File: config.mk
export PLATFORM = sky130hd
export DESIGN_NAME = wdr_wake_seq
export DESIGN_NICKNAME = d
export VERILOG_FILES = /design/src/rtl/wdr_pkg.sv /design/src/rtl/wdr_tick_div.sv /design/src/rtl/wdr_fall_det.sv /design/src/rtl/wdr_seq_ctrl.sv /design/src/rtl/wdr_wake_seq.sv
export SDC_FILE = /design/constraint.sdc
export NUM_CORES = 1
export LEC_CHECK = 0
export BUFFER_PORTS_ARGS = -buffer_cell sky130_fd_sc_hd__buf_2
export CORE_ASPECT_RATIO = 0.9
export CORE_MARGIN = 1.5
export CORE_UTILIZATION = 53
export CTS_CLUSTER_SIZE = 10
export DETAILED_ROUTE_END_ITERATION = 12
export GPL_ROUTABILITY_DRIVEN = 0
export HOLD_SLACK_MARGIN = 0.02
export PLACE_DENSITY = 0.76
export SYNTH_ARGS = -nofsm -noshare
export SYNTH_HDL_FRONTEND = slang
export SYNTH_SLANG_ARGS = --single-unit
File: constraint.sdc
create_clock -name clk_i -period 2.5 [get_ports clk_i]
set_input_delay 0.5 -clock clk_i [delete_from_list [all_inputs] [get_ports clk_i]]
set_output_delay 0.5 -clock clk_i [all_outputs]
set_load 0.005 [all_outputs]
File: src/rtl/wdr_pkg.sv
package wdr_pkg;

    typedef enum logic [1:0] {
        ST_POR_HOLD   = 2'd0,
        ST_RST_DELAY  = 2'd1,
        ST_WAKE_DELAY = 2'd2,
        ST_RUN        = 2'd3
    } wdr_state_e;

endpackage

File: src/rtl/wdr_tick_div.sv
module wdr_tick_div #(
    parameter int DIV_W = 16
) (
    input  logic             clk_i,
    input  logic             arst_ni,
    input  logic             clr_i,
    input  logic [DIV_W-1:0] div_i,
    output logic             tick_o
);
    logic [DIV_W-1:0] cnt_d, cnt_q;
    logic [DIV_W-1:0] lim;

    always_comb begin
        lim    = (div_i == '0) ? '0 : (div_i - DIV_W'(1));
        tick_o = !clr_i && (cnt_q >= lim);
        if (clr_i || tick_o) begin
            cnt_d = '0;
        end else begin
            cnt_d = cnt_q + DIV_W'(1);
        end
    end

    always_ff @(posedge clk_i or negedge arst_ni) begin
        if (!arst_ni) begin
            cnt_q <= '0;
        end else begin
            cnt_q <= cnt_d;
        end
    end

endmodule

File: src/rtl/wdr_fall_det.sv
module wdr_fall_det #(
    parameter int SYNC_STAGES = 2
) (
    input  logic clk_i,
    input  logic arst_ni,
    input  logic wdi_i,
    output logic fall_o
);
    localparam int HIST_W = SYNC_STAGES + 1;

    logic [HIST_W-1:0] hist_d, hist_q;

    always_comb begin
        hist_d = {hist_q[HIST_W-2:0], wdi_i};
        fall_o = hist_q[HIST_W-1] && !hist_q[HIST_W-2];
    end

    always_ff @(posedge clk_i or negedge arst_ni) begin
        if (!arst_ni) begin
            hist_q <= '1;
        end else begin
            hist_q <= hist_d;
        end
    end

endmodule

File: src/rtl/wdr_seq_ctrl.sv
module wdr_seq_ctrl #(
    parameter int PERIOD_UNITS   = 8,
    parameter int RST_UNITS      = 1,
    parameter int WAKE_DLY_UNITS = 4
) (
    input  logic clk_i,
    input  logic arst_ni,
    input  logic tick_i,
    input  logic wdi_fall_i,
    input  logic pwr_ok_i,
    output logic wake_o,
    output logic rst_no,
    output logic div_clr_o
);
    import wdr_pkg::*;

    localparam int HALF_UNITS = PERIOD_UNITS / 2;
    localparam int MAX_A      = (PERIOD_UNITS > RST_UNITS) ? PERIOD_UNITS : RST_UNITS;
    localparam int MAX_U      = (MAX_A > WAKE_DLY_UNITS) ? MAX_A : WAKE_DLY_UNITS;
    localparam int UNIT_W     = (MAX_U > 1) ? $clog2(MAX_U) : 1;

    typedef struct packed {
        wdr_state_e        st;
        logic [UNIT_W-1:0] unit;
        logic              kicked;
        logic              wake;
        logic              rstn;
    } ctrl_s;

    ctrl_s s_d, s_q;

    always_comb begin
        s_d = s_q;
        unique case (s_q.st)
            ST_POR_HOLD: begin
                if (pwr_ok_i) begin
                    s_d.st   = ST_RST_DELAY;
                    s_d.unit = '0;
                end
            end
            ST_RST_DELAY: begin
                s_d.kicked = 1'b0;
                if (tick_i) begin
                    if (s_q.unit == UNIT_W'(RST_UNITS - 1)) begin
                        s_d.st   = ST_WAKE_DELAY;
                        s_d.unit = '0;
                    end else begin
                        s_d.unit = s_q.unit + UNIT_W'(1);
                    end
                end
            end
            ST_WAKE_DELAY: begin
                s_d.kicked = 1'b0;
                if (tick_i) begin
                    if (s_q.unit == UNIT_W'(WAKE_DLY_UNITS - 1)) begin
                        s_d.st   = ST_RUN;
                        s_d.unit = '0;
                    end else begin
                        s_d.unit = s_q.unit + UNIT_W'(1);
                    end
                end
            end
            ST_RUN: begin
                if (wdi_fall_i) begin
                    s_d.kicked = 1'b1;
                end
                if (tick_i) begin
                    if (s_q.unit == UNIT_W'(PERIOD_UNITS - 1)) begin
                        if (!s_d.kicked) begin
                            s_d.st = ST_RST_DELAY;
                        end
                        s_d.unit   = '0;
                        s_d.kicked = 1'b0;
                    end else begin
                        s_d.unit = s_q.unit + UNIT_W'(1);
                    end
                end
            end
            default: s_d.st = ST_POR_HOLD;
        endcase

        if (!pwr_ok_i) begin
            s_d.st     = ST_POR_HOLD;
            s_d.unit   = '0;
            s_d.kicked = 1'b0;
        end

        s_d.rstn = (s_d.st == ST_RUN) || (s_d.st == ST_WAKE_DELAY);
        s_d.wake = (s_d.st == ST_RUN) && !s_d.kicked && (32'(s_d.unit) < HALF_UNITS);
    end

    always_ff @(posedge clk_i or negedge arst_ni) begin
        if (!arst_ni) begin
            s_q <= '{st: ST_POR_HOLD, unit: '0, kicked: 1'b0, wake: 1'b0, rstn: 1'b0};
        end else begin
            s_q <= s_d;
        end
    end

    assign wake_o    = s_q.wake;
    assign rst_no    = s_q.rstn;
    assign div_clr_o = (s_q.st == ST_POR_HOLD);

endmodule

File: src/rtl/wdr_wake_seq.sv
module wdr_wake_seq #(
    parameter int DIV_W          = 16,
    parameter int PERIOD_UNITS   = 8,
    parameter int RST_UNITS      = 1,
    parameter int WAKE_DLY_UNITS = 4,
    parameter int SYNC_STAGES    = 2
) (
    input  logic             clk_i,
    input  logic             arst_ni,
    input  logic             wdi_i,
    input  logic             pwr_ok_i,
    input  logic [DIV_W-1:0] unit_div_i,
    output logic             wake_o,
    output logic             rst_no
);
    logic unit_tick;
    logic wdi_fall;
    logic div_clr;

    wdr_tick_div #(
        .DIV_W (DIV_W)
    ) u_div (
        .clk_i   (clk_i),
        .arst_ni (arst_ni),
        .clr_i   (div_clr),
        .div_i   (unit_div_i),
        .tick_o  (unit_tick)
    );

    wdr_fall_det #(
        .SYNC_STAGES (SYNC_STAGES)
    ) u_fall (
        .clk_i   (clk_i),
        .arst_ni (arst_ni),
        .wdi_i   (wdi_i),
        .fall_o  (wdi_fall)
    );

    wdr_seq_ctrl #(
        .PERIOD_UNITS   (PERIOD_UNITS),
        .RST_UNITS      (RST_UNITS),
        .WAKE_DLY_UNITS (WAKE_DLY_UNITS)
    ) u_ctrl (
        .clk_i      (clk_i),
        .arst_ni    (arst_ni),
        .tick_i     (unit_tick),
        .wdi_fall_i (wdi_fall),
        .pwr_ok_i   (pwr_ok_i),
        .wake_o     (wake_o),
        .rst_no     (rst_no),
        .div_clr_o  (div_clr)
    );

endmodule

==> impl_metrics.yaml, run 1 <==
setup_path:
  crit_top_cell: "or3_4"
  crit_path_start_kind: "primary input"
  critPathMaxFanout: 4
  crit_type: "primary input to flop"
  crit_chain: "buf_6 > or4_4 > nor4_4 > nand2b_1 > or3_4 > nor3_2 > a21oi_1 > ha_1 > nand4_1 > or3_4 > a2111oi_4 > or3_4 > buf_6 > o21ai_1 > a2111oi_2"
  cp-end-kind: "flop"
  worst_ep_required_time_ns: 2.66
  r2r_cells: 10
  max_stage_delay_ns: 0.56
  slowest_stage: "or4_4"
  critical_path_arrival_ns: 3.88
floorplanning:
  core_area_um2: 3700
  die_area_um2: 4240
  initial_core_util: 0.552
  ios: 22
  rows: 21
  fp.dieW_um: 68.5
  die_h_um: 61.9
synth:
  synthesis.nets: 273
  syn_inst: 229
  ys_seq_elements: 27
  yosysSeqAreaShare: 0.332
  ys_top_cells_by_area: "dfrtp_1 29%, ha_1 15%, xor2_1 6.4%"
  synth_common_cells: "32 x nor2_1, 24 x dfrtp_1, 24 x ha_1, 24 x nand2_1"
  yosysTopAreaCell: "dfrtp_1"
  synth_edf_count: 0
  yosys_warnings: 0
  synthFlopType: "dfrtp_1"
  syn_avg_cell_area_um2: 8.93
  synth_cell_types: 40
  netlist_area_um2: 2040
  netlist.area_leader.share: 0.294
  async_reset_ff_frac: 1.00
  synth.most_common_cell: "nor2_1"
global_route:
  grtUsageTotal: 0.226
  grt_pass1_wl_um: 7220
  antenna_found_initial: 0
  globalRouteOverflowTotal: 0
  grt_pass1_vias: 1710
  grt_start_max_net_pins: 28
clock_network:
  clock-root-buffer: "clkbuf_8"
  cts_sinks: 27
  clk_path_buf_depth: 2
  cts_tree: "yes"
  htreeDepth: 1
  clk_pin_slew_ns: 0.08
  clk-insertion-delay-late_ns: 0.27
  cts_buffers: 3
timing:
  slew_headroom: 0.566
  drv_slew: 0
  tns_ns: -24.47
  worst_slack_ns: -1.22
  fmax_ghz: 0.269
  worst_hold_slack_ns: 0.220
  fin_crit_sh: 1.49
  fin_crit_ns: 3.72
  hold_viol_final: 0
  tightest_slew_ns: 0.649
  skew_ns: 0.00243
  rsz0062_at_grt: "yes"
  finalSetupViolCount: 24
pwr:
  leakage_nw: 1.28
  power_density_nw_per_um2: 348
  ir_drop_mv: 0.310
final_layout:
  nets: 334
  fill_cells: 265
  drive_above_1_share: 0.329
  diodes: 0
  area_growth_pct: 31.3
placement:
  post-place-ws_ns: -1.62
  hpwl_um: 3500
  io_buffers: 21
detailed_routing:
  drtIter0Drc: 78
  drtPass1Iterations: 4
  drc: 0
  via_per_inst: 5.37
  ant_nets: 0
  num_vias: 1800
  drt_wl_total_um: 4570
  wl_per_cell_um: 13.6
job:
  drv_cap: 0
status:
  outcome: "complete, but fails checks"
  violations: "negative setup slack"
hold_path:
  min_path_type: "primary input to async pin"
layer usage:
layer,routed length (um),global-route usage
met5,0,0
met4,18,0.0286
met3,208,0.0378
met2,2320,0.404
met1,2020,0.295
cell type report:
| class | count | area (um2) | share of cell area |
|---|---|---|---|
| repair buffers | 62 | 454 | 0.169 |
| clock inverters | 1 | 5.00 | 0.00186 |
| clock buffers | 3 | 41.3 | 0.0154 |
| inverters | 15 | 56.3 | 0.0210 |
| flip-flops and latches | 27 | 679 | 0.253 |
| well taps | 46 | 57.6 | 0.0214 |
| multi-input cells | 181 | 1390 | 0.518 |
placed cells by master, fill, tap and decap left out, types with 2 or more instances in the layout:
cell,instances
a21oi_2,4
nand2b_1,3
or3_4,4
a2111oi_4,2
buf_4,38
xor2_1,15
clkbuf_8,3
and3_1,4
nor3_2,2
nor2_1,31
a21oi_1,9
mux2i_1,3
buf_6,3
dfstp_2,3
ha_1,24
buf_12,2
o21a_1,2
o21ai_0,4
nand2_1,24
nand3_1,8
xnor2_1,9
nand4_1,5
buf_2,19
inv_1,14
dfrtp_1,24
or4_4,3
sequential cells by signal (all words and copies together) (netlist names):
name	count
u_ctrl.s_q	6
u_div.cnt_q	16
u_ctrl.rst_no	1
u_fall.hist_q	3
u_ctrl.wake_o	1
repair_timing:
item | 4_1_cts | 5_1_grt
hold buffers | 0 | 0
endpoints found under the setup margin | 24 | 24
gates resized for setup | 15 | 8
buffers inserted | 3 | 1
pin swaps | 2 | 4
cells by family (layout without fill, tap and decap cells):
logic type,Yosys count,in the layout,share of synthesized area
AND/OR/NAND/NOR,97,97,0.233
AO/OA/AOI/OAI,32,32,0.119
flip-flops,27,27,0.332
adder cells (fa/ha/maj),24,24,0.147
XOR/XNOR,24,24,0.103
buffers and inverters,21,81,0.0465
multiplexers,4,4,0.0196
critical path, delay by kind of cell:
family | cells | cell delay (ns)
compound gates | 4 | 0.76
simple gates | 8 | 2.10
buf+inv | 2 | 0.21
fa+ha+maj | 1 | 0.29
report_power, final:
part | leakage [nW] | internal [W] | switching (W)
clock | 0.0255 | 0.000112 | 0.000129
sequential | 0.361 | 0.000452 | 0.0000139
combinational | 0.892 | 0.000115 | 0.000112
per-stage QoR:
stage / total power (W) / cells / utilization / cell area, um2
final: 0.000933 / 335 / 0.725 / 2690
after global routing: 0.000987 / 335 / 0.725 / 2690
after CTS: 0.000942 / 334 / 0.715 / 2650
after detailed placement: 0.000690 / 327 / 0.672 / 2490
after global placement: 0.000684 / 327 / 0.672 / 2490
after floorplan: 0.000591 / 229 / - / 2080
worst paths after layout:
kind                                   from               end  slack (ns)
setup / recovery              unit_div_i[6]     u_ctrl.wake_o       -1.22
hold / removal                      arst_ni   u_div.cnt_q[14]        0.22
setup reg to reg             u_div.cnt_q[0]     u_ctrl.wake_o       -0.06
hold reg to reg            u_fall.hist_q[0]  u_fall.hist_q[1]        0.36
max in group asynchronous           arst_ni    u_div.cnt_q[5]        1.90
min in group clk_i                    wdi_i  u_fall.hist_q[0]        0.32
(Power assumes the default switching activity.)
==> run 2, diff against run 1 <==
- BUFFER_PORTS_ARGS: -buffer_cell sky130_fd_sc_hd__buf_2 -> -buffer_cell sky130_fd_sc_hd__buf_4
- TNS_END_PERCENT: not set -> 50
==> run 2 against run 1 <==
  * The run still ends with negative setup slack left
  * Worst hold slack got worse by 0.096 ns
  * First-iteration DRC count increased by 2.6%
  * Flip-flop and latch count unchanged
  * Via count increased by 4.1%
  * Critical path type unchanged
  * Largest power group unchanged
  * Highest routed layer unchanged
==> impl_metrics.yaml, run 2 (synthesis results as in run 1) <==
detailed_routing:
  via_per_inst: 5.54
  ant_nets: 0
  num_vias: 1874
  drtIter0Drc: 80
  drc: 0
  drt_wl_total_um: 4880
  drtPass1Iterations: 4
  wl_per_cell_um: 14.4
global_route:
  grt_pass1_vias: 1821
  grt_start_max_net_pins: 28
  antenna_found_initial: 0
  grt_pass1_wl_um: 8000
  globalRouteOverflowTotal: 0
  grtUsageTotal: 0.254
clock_network:
  cts_buffers: 3
  clk-insertion-delay-late_ns: 0.27
  clk_pin_slew_ns: 0.09
  clock-root-buffer: "clkbuf_8"
  cts_sinks: 27
  cts_tree: "yes"
  htreeDepth: 1
  clk_path_buf_depth: 2
  hold_buffers: 0
placement:
  io_buffers: 21
  post-place-ws_ns: -1.55
  hpwl_um: 3470
  dpl_cell_area_um2: 2560
  dp.cells: 329
pwr:
  ir_drop_mv: 0.334
  power_density_nw_per_um2: 341
  leakage_nw: 1.31
timing:
  fmax_ghz: 0.262
  rsz0062_at_grt: "yes"
  slew_headroom: 0.507
  skew_ns: 0.00596
  finalSetupViolCount: 24
  hold_viol_final: 0
  fin_crit_ns: 3.82
  worst_slack_ns: -1.32
  drv_slew: 0
  fin_crit_sh: 1.53
  tightest_slew_ns: 0.738
floorplanning:
  fp.dieW_um: 68.5
  die_area_um2: 4240
  initial_core_util: 0.552
  rows: 21
  die_h_um: 61.9
  ios: 22
  core_area_um2: 3700
final_layout:
  diodes: 0
  largest_register: "u_div.cnt_q"
  drive_above_1_share: 0.329
  final_common_cell: "buf_4"
  largest_reg_flops: 16
  layout_common_cells: "58 x buf_4, 31 x nor2_1, 24 x ha_1, 24 x dfrtp_1, 23 x nand2_1"
  post-route-cell-area_um2: 2780
  reg.largest.list: "u_div.cnt_q x16, u_ctrl.s_q x6, u_fall.hist_q x3"
  nets: 337
  final_cells: 338
  area_growth_pct: 35.9
setup_path:
  crit_family: "simple AND/OR/NAND/NOR gates"
  crit_top_cell: "or3_4"
  worst_ep_required_time_ns: 2.69
  cp_num_buf_inv: 2
  cp-end-kind: "flop"
  critical_path_arrival_ns: 4.01
  slowest_stage: "or4_4"
  crit_type: "primary input to flop"
  critPathMaxFanout: 4
  max_stage_delay_ns: 0.55
  regToRegSetupSlack_ns: 0.03
  crit_chain: "buf_6 > or4_4 > nor4_4 > nand2b_1 > or3_4 > nor3_2 > a21oi_1 > ha_1 > nand4_1 > or3_4 > a2111oi_4 > or3_4 > buf_6 > mux2i_4 > nor3b_2"
  crit_path_start_kind: "primary input"
hold_path:
  min_path_type: "primary input to async pin"
status:
  violations: "negative setup slack"
  outcome: "complete, but fails checks"
job:
  drv_cap: 0
## run 2: path summary, 6_finish.rpt
path,end,depth (start not counted),from
setup / recovery,u_ctrl.s_q[5],15,unit_div_i[6]
hold / removal,u_div.cnt_q[14],1,arst_ni
setup reg to reg,u_ctrl.wake_o,8,u_div.cnt_q[0]
hold reg to reg,u_fall.hist_q[1],0,u_fall.hist_q[0]
max in group asynchronous,u_fall.hist_q[1],1,arst_ni
min in group clk_i,u_fall.hist_q[0],1,wdi_i
## run 2: final cells by class
cell class	count	area [um2]
inverter	15	56.3
tap	46	57.6
sequential	27	679
fill	250	927
multi-input combinational	181	1420
clock buffer	4	45.0
timing repair buffer	65	523
## run 2: routing by layer
metal	GRT usage	share of wire	vias to the layer above
met3	0.0523	0.033	8
li1	-	-	919
met4	0.0514	0.0086	0
met1	0.322	0.47	915
met2	0.449	0.49	32
met5	0	0	-
## run 2: through the flow
| step | hold WS (ns) | TNS (ns) | utilization | power (W) |
|---|---|---|---|---|
| 3_3_place_gp | 0.346 | -31.43 | 0.691 | 0.000694 |
| 3_5_place_dp | 0.351 | -33.64 | 0.691 | 0.000698 |
| 6_report | 0.124 | -27.34 | 0.750 | 0.000948 |
| 2_1_floorplan | 0.204 | -28.52 | - | 0.000591 |
| 5_1_grt | 0.142 | -30.73 | 0.750 | 0.00100 |
| 4_1_cts | 0.131 | -23.58 | 0.734 | 0.000949 |
## run 2: where the power goes
group	switching, W	internal (W)
combinational	0.000115	0.000126
sequential	0.0000137	0.000452
clock	0.000126	0.000114
## run 2: timing repair
| action | in CTS | in global routing |
|---|---|---|
| pin swaps | 2 | 6 |
| gates cloned | 0 | 0 |
| buffers inserted | 4 | 1 |
| endpoints found under the setup margin | 24 | 24 |
| gates resized for setup | 19 | 10 |
